## src/rtl/hue_pkg.sv

```systemverilog
// Shared constants for the hue phase generator.
// Assumes a subcarrier cycle divided into 2^HUE_STEPS_LOG2 hue steps.
package hue_pkg;
    localparam int HUE_STEPS_LOG2 = 11;
    localparam int PAL_MIN_CODE   = 1;
    localparam int NTSC_MIN_CODE  = 0;
endpackage

```

## src/rtl/hue_line_latch.sv

```systemverilog
// Captures the hue setting once per line, at the rising edge of the burst gate.
// Applies the PAL lower clamp and the enable, and produces the signed step
// count plus the range-limit flag for the line.
// Assumes each line has exactly one burst pulse.
module hue_line_latch
    import hue_pkg::*;
#(
    parameter int CODE_W = 8
) (
    input  logic                     clk,
    input  logic                     rst_n,
    input  logic                     burst_gate,
    input  logic                     hue_en,
    input  logic [CODE_W-1:0]        hue_code,
    input  logic                     pal_mode,
    output logic signed [CODE_W:0]   off_steps,
    output logic                     line_sat
);
    localparam logic [CODE_W-1:0] CODE_MAX  = '1;
    localparam logic [CODE_W:0]   CODE_MID  = (CODE_W+1)'(1) << (CODE_W-1);
    localparam logic [CODE_W-1:0] PAL_LOW   = CODE_W'(PAL_MIN_CODE);
    localparam logic [CODE_W-1:0] NTSC_LOW  = CODE_W'(NTSC_MIN_CODE);

    logic              burst_d;
    logic              line_start;
    logic [CODE_W-1:0] code_eff;
    logic [CODE_W-1:0] code_low;
    logic signed [CODE_W:0] steps_nxt;
    logic              sat_nxt;

    // Detect the start of a line from the burst gate.
    always_ff @(posedge clk) begin
        if (!rst_n) burst_d <= 1'b0;
        else        burst_d <= burst_gate;
    end

    assign line_start = burst_gate & ~burst_d;

    // Apply the lower limit of the selected standard to the raw code.
    always_comb begin
        code_low = pal_mode ? PAL_LOW : NTSC_LOW;
        code_eff = (hue_code < code_low) ? code_low : hue_code;
    end

    // Turn the effective code into signed steps and a limit flag.
    always_comb begin
        if (hue_en) begin
            steps_nxt = $signed({1'b0, code_eff} - CODE_MID);
            sat_nxt   = (code_eff == CODE_MAX) || (code_eff == code_low);
        end else begin
            steps_nxt = '0;
            sat_nxt   = 1'b0;
        end
    end

    // Hold the line's setting until the next line start.
    always_ff @(posedge clk) begin
        if (!rst_n) begin
            off_steps <= '0;
            line_sat  <= 1'b0;
        end else if (line_start) begin
            off_steps <= steps_nxt;
            line_sat  <= sat_nxt;
        end
    end
endmodule

```

## src/rtl/phase_accum.sv

```systemverilog
// Free-running phase accumulator that wraps modulo 2^PHASE_W.
// Assumes phase_inc is valid on every clock (one sample per clock).
module phase_accum #(
    parameter int PHASE_W = 32
) (
    input  logic               clk,
    input  logic               rst_n,
    input  logic [PHASE_W-1:0] phase_inc,
    output logic [PHASE_W-1:0] acc
);
    // Advance the phase by one sample step.
    always_ff @(posedge clk) begin
        if (!rst_n) acc <= '0;
        else        acc <= acc + phase_inc;
    end
endmodule

```

## src/rtl/phase_out_stage.sv

```systemverilog
// Registers the burst phase and the hue-rotated subcarrier phase.
// The rotation is applied only while active_video is high.
// Assumes off_steps is constant for the whole line.
module phase_out_stage
    import hue_pkg::*;
#(
    parameter int PHASE_W = 32,
    parameter int CODE_W  = 8
) (
    input  logic                   clk,
    input  logic                   rst_n,
    input  logic [PHASE_W-1:0]     acc,
    input  logic signed [CODE_W:0] off_steps,
    input  logic                   active_video,
    output logic [PHASE_W-1:0]     sc_phase,
    output logic [PHASE_W-1:0]     burst_phase
);
    localparam int SHIFT = PHASE_W - HUE_STEPS_LOG2;
    localparam int EXT_W = PHASE_W - CODE_W - 1;

    logic [PHASE_W-1:0] off_ext;
    logic [PHASE_W-1:0] off_phase;
    logic [PHASE_W-1:0] sc_nxt;

    // Sign-extend the steps and scale them to phase units.
    generate
        if (EXT_W > 0) begin : g_ext
            assign off_ext = {{EXT_W{off_steps[CODE_W]}}, off_steps};
        end else begin : g_trunc
            assign off_ext = off_steps[PHASE_W-1:0];
        end
    endgenerate

    assign off_phase = off_ext << SHIFT;

    // Pick the rotated phase inside active video only.
    always_comb begin
        sc_nxt = active_video ? (acc + off_phase) : acc;
    end

    // Register both phase outputs.
    always_ff @(posedge clk) begin
        if (!rst_n) begin
            sc_phase    <= '0;
            burst_phase <= '0;
        end else begin
            sc_phase    <= sc_nxt;
            burst_phase <= acc;
        end
    end
endmodule

```

## src/rtl/hue_phase_gen.sv

```systemverilog
// Top level of the chroma subcarrier hue phase generator: accumulator,
// per-line hue capture and output stage.
// Assumes one sample per clock, and that burst_gate rises once per line
// before active video.
module hue_phase_gen #(
    parameter int PHASE_W = 32,
    parameter int CODE_W  = 8
) (
    input  logic               clk,
    input  logic               rst_n,
    input  logic [PHASE_W-1:0] phase_inc,
    input  logic               hue_en,
    input  logic [CODE_W-1:0]  hue_code,
    input  logic               pal_mode,
    input  logic               burst_gate,
    input  logic               active_video,
    output logic [PHASE_W-1:0] sc_phase,
    output logic [PHASE_W-1:0] burst_phase,
    output logic               hue_sat
);
    logic [PHASE_W-1:0]     acc;
    logic signed [CODE_W:0] off_steps;

    phase_accum #(.PHASE_W(PHASE_W)) u_accum (
        .clk       (clk),
        .rst_n     (rst_n),
        .phase_inc (phase_inc),
        .acc       (acc)
    );

    hue_line_latch #(.CODE_W(CODE_W)) u_latch (
        .clk        (clk),
        .rst_n      (rst_n),
        .burst_gate (burst_gate),
        .hue_en     (hue_en),
        .hue_code   (hue_code),
        .pal_mode   (pal_mode),
        .off_steps  (off_steps),
        .line_sat   (hue_sat)
    );

    phase_out_stage #(.PHASE_W(PHASE_W), .CODE_W(CODE_W)) u_out (
        .clk          (clk),
        .rst_n        (rst_n),
        .acc          (acc),
        .off_steps    (off_steps),
        .active_video (active_video),
        .sc_phase     (sc_phase),
        .burst_phase  (burst_phase)
    );
endmodule

```

## config.mk

```make
export PLATFORM = sky130hd
export DESIGN_NAME = hue_phase_gen
export DESIGN_NICKNAME = d
export VERILOG_FILES = /design/src/rtl/hue_pkg.sv /design/src/rtl/hue_line_latch.sv /design/src/rtl/phase_accum.sv /design/src/rtl/phase_out_stage.sv /design/src/rtl/hue_phase_gen.sv
export SDC_FILE = /design/constraint.sdc
export NUM_CORES = 1
export LEC_CHECK = 0
export BUFFER_PORTS_ARGS = -buffer_cell sky130_fd_sc_hd__buf_2
export CAP_MARGIN = 20
export CORE_UTILIZATION = 55
export CTS_CLUSTER_DIAMETER = 150
export DETAILED_ROUTE_END_ITERATION = 10
export PLACE_DENSITY_LB_ADDON = 0.12
export SETUP_SLACK_MARGIN = 0.02
export SLEW_MARGIN = 15
export SYNTH_ARGS = -nofsm -noshare
export SYNTH_HDL_FRONTEND = slang
export SYNTH_SLANG_ARGS = --single-unit
```

## constraint.sdc

```tcl
create_clock -name clk -period 7.3 [get_ports clk]
set_input_delay 0.365 -clock clk [delete_from_list [all_inputs] [get_ports clk]]
set_output_delay 0.365 -clock clk [all_outputs]
set_load 0.05 [all_outputs]
```

==> results.md <==
* Status: complete, no violations
* Final min period at 2658 ps
* Worst clock skew at between 10 and 15 ps
* Hold Violations, Final at 0
* Worst hold path class: in2reg
* Routed wire length at slightly above 10,000 µm
* GR Util All Layers at 24.11%
* Syn Inst Count at roughly 530
* Critical Path Stages at 9
* Die Footprint at 0.008997 mm²
* First-pass GRT wire length at roughly 17,000 µm
* Worst-path cell chain: ha_1, fa_1, a211oi_1, o21bai_1, a31o_2, a211oi_1, xor2_1, or3_1, a21oi_1
* Seq/Total Area, Yosys at a little over a third
* Initial drt markers at approximately 160
* Root Driver: clkbuf_8
* Crit-path slowest cell: fa_1
* Via count at 3,983
* Crit. Startpoint: u_accum.acc[21]
* Clk buf depth at 2
* Resize count post-CTS at 0
* H-tree depth at 3
* Die outline width at ~95 µm
* Largest net degree at the start of global routing at 52
* Post-synthesis cell type count at slightly below 60
* Pleak at between 2 and 3 nW
* Synth warnings at 0
* Core box area at about 0.0083 mm²
* Drt wl/cell at 13.91 µm
* Skew-Pair Late Insertion Delay at ~350 ps
* Tot Pwr at between 2 and 2.5 mW
* Floorplan row count at 33
* RD Place Congestion at approximately 0.91
* Max-Cap Viols at 0
* Area Overhead vs Synth at 13.46%
* Critical path's top delay family: compound AO/OA/AOI/OAI gates
* Crit share post-route at about 36%
* Buffers on Ports at 110
* Relative slew margins at 46.31%
* Crit path max fanout at 4
* Async set or reset register ratio after synthesis at 0%
* Buf/Inv on CP at 0
* Max incr delay on CP at between 400 and 500 ps
* # IOs at between 100 and 150
* Post-DP Area at about 0.0052 mm²
* Worst R2R Path Depth at 9
* Worst-path clk slew at roughly 90 ps
* Remaining global-route overflow at 0
* Unrepaired setup endpoints after global routing: no
* Hold-fix buffers at CTS at 0
* Crit Path Category: reg2reg
* IR Drop Worst-Case VDD at between 0.2 and 0.25 mV
* # fillers at about 710
* DRT Pass-1 Iters at 4
* Vias per cell at roughly 5.5
* Share of cells above drive strength 1 at 23.14%
* Final nets at approximately 700
* Setup crit start kind: register
* Post-route setup slack at between 4000 and 5000 ps
* R2R Path Start: u_accum.acc[21]
* Mapped Area at between 0.004 and 0.005 mm²
* Initial antenna violation count at 0
* Leading cell types in the layout, fill and taps excluded: buf_2 (110), dfxtp_1 (85), ha_1 (41), nor2_1 (38), a21oi_1 (37)
* Die Y at 94.86 µm
* N_diodes at 0
* Post-synthesis register bit count at between 80 and 90
* CTS buffer count at 9
* Starting Density at 57.14%
* Setup Buffers After CTS at 0
* EDFF count, synth at 0
* Critical Path Sink Type: register
* Syn Area/Cell at a little under 9 µm²
* Commonest non-fill, non-tap cell in the layout: buf_2
* Sum Neg Setup Slack at 0 ps
* Top_reg_cell synth: dfxtp_1
* DP Worst Slack at 4501 ps
* Slew @ Worst Pin at slightly above 800 ps
* Clock sink total at 85
* Final non-filler cell area at roughly 0.0054 mm²
* Power Dens Cells at a little over 400 mW/mm²
* Crit path top cell by count: a211oi_1
* Maximum achievable frequency at around 380 MHz
* DRT antenna net count at 0
* Final slew viol count at 0
* Final setup fails at 0
* Critical path data arrival time at 2920 ps
* Crit path required time at 7570 ps
* Hpwl dp at 7470 µm
* CTS tree: built
* R2r setup slk at approximately 4600 ps
* Number of global-route vias before repair at 3,809
* DRC errors left at 0
* CP Capture Point: u_out.sc_phase[31]
* Syn Nets at 621
* R2R Path End: u_out.sc_phase[31]
-- where the power goes --
part           internal, mW  leakage [nW]  switching [mW]  total (mW)
registers             0.598         0.702          0.0788       0.677
clock network         0.155        0.0882           0.163       0.318
logic                 0.431          1.83           0.792        1.22
total                  1.18          2.62            1.03        2.22
-- synthesized netlist by cell type (12+ instances only) --
master   number  area [µm²]
and2_1       36       225.2
a21oi_1      37       185.2
nand2_1      34       127.6
nor2_1       38       142.6
buf_4        21       157.7
nor3_1       13       65.06
mux2i_1      12       120.1
o21ai_0      16       80.08
dfxtp_1      85        1702
ha_1         41       513.0
a21o_1       22       165.2
nand3_1      21       105.1
-- logic make-up after synthesis --
group	count (synthesis)	synth area share, %
simple gates	186	20.45
fa+ha+maj	43	11.66
compound gates	134	19.68
mux	12	2.533
buf+inv	50	5.726
xor+xnor	22	4.063
flops	85	35.88
-- routing by layer --
layer | up-vias | track usage [%] | share of wire, %
li1 | 2034 | - | -
met1 | 1822 | 32.54 | 49
met2 | 110 | 38.19 | 45
met3 | 17 | 5.072 | 4.9
met4 | 0 | 7.828 | 1.8
met5 | - | 0 | 0
-- worst min-delay path by stage --
stage / from / end / slack, ps / cells past startpoint
2_1_floorplan: u_accum.acc[10] / u_out.burst_phase[10] / 430 / 1
5_1_grt: burst_gate / u_latch.burst_d / 240 / 2
4_1_cts: burst_gate / u_latch.burst_d / 230 / 2
3_5_place_dp: u_latch.line_sat / u_latch.line_sat / 450 / 2
3_3_place_gp: u_latch.line_sat / u_latch.line_sat / 440 / 2
6_report: burst_gate / u_latch.burst_d / 240 / 2
-- stage by stage --
step	hold WS (ps)	std cells	util, %
2_1_floorplan	434.0	532	-
3_3_place_gp	443.4	709	62.67
3_5_place_dp	445.0	709	62.67
4_1_cts	229.9	723	64.83
5_1_grt	244.8	723	64.83
6_report	243.4	723	64.83
-- cell type report --
class	count	area, µm²	share of cell area (%)
timing repair buffer	111	558.0	10.37
sequential	85	1702	31.63
multi-input combinational	397	2769	51.47
inverter	11	41.29	0.7674
clock buffer	10	127.6	2.372
clock inverter	4	51.30	0.9535
tap	105	131.4	2.442
-- sequential cells by signal, summed over array words and instances, names as in the netlist --
signal,count
u_accum.acc,32
u_latch.line_sat,1
u_out.burst_phase,32
u_latch.burst_d,1
u_latch.off_steps,8
u_out.sc_phase,11
Note: power is estimated with default switching activity, not from simulation.
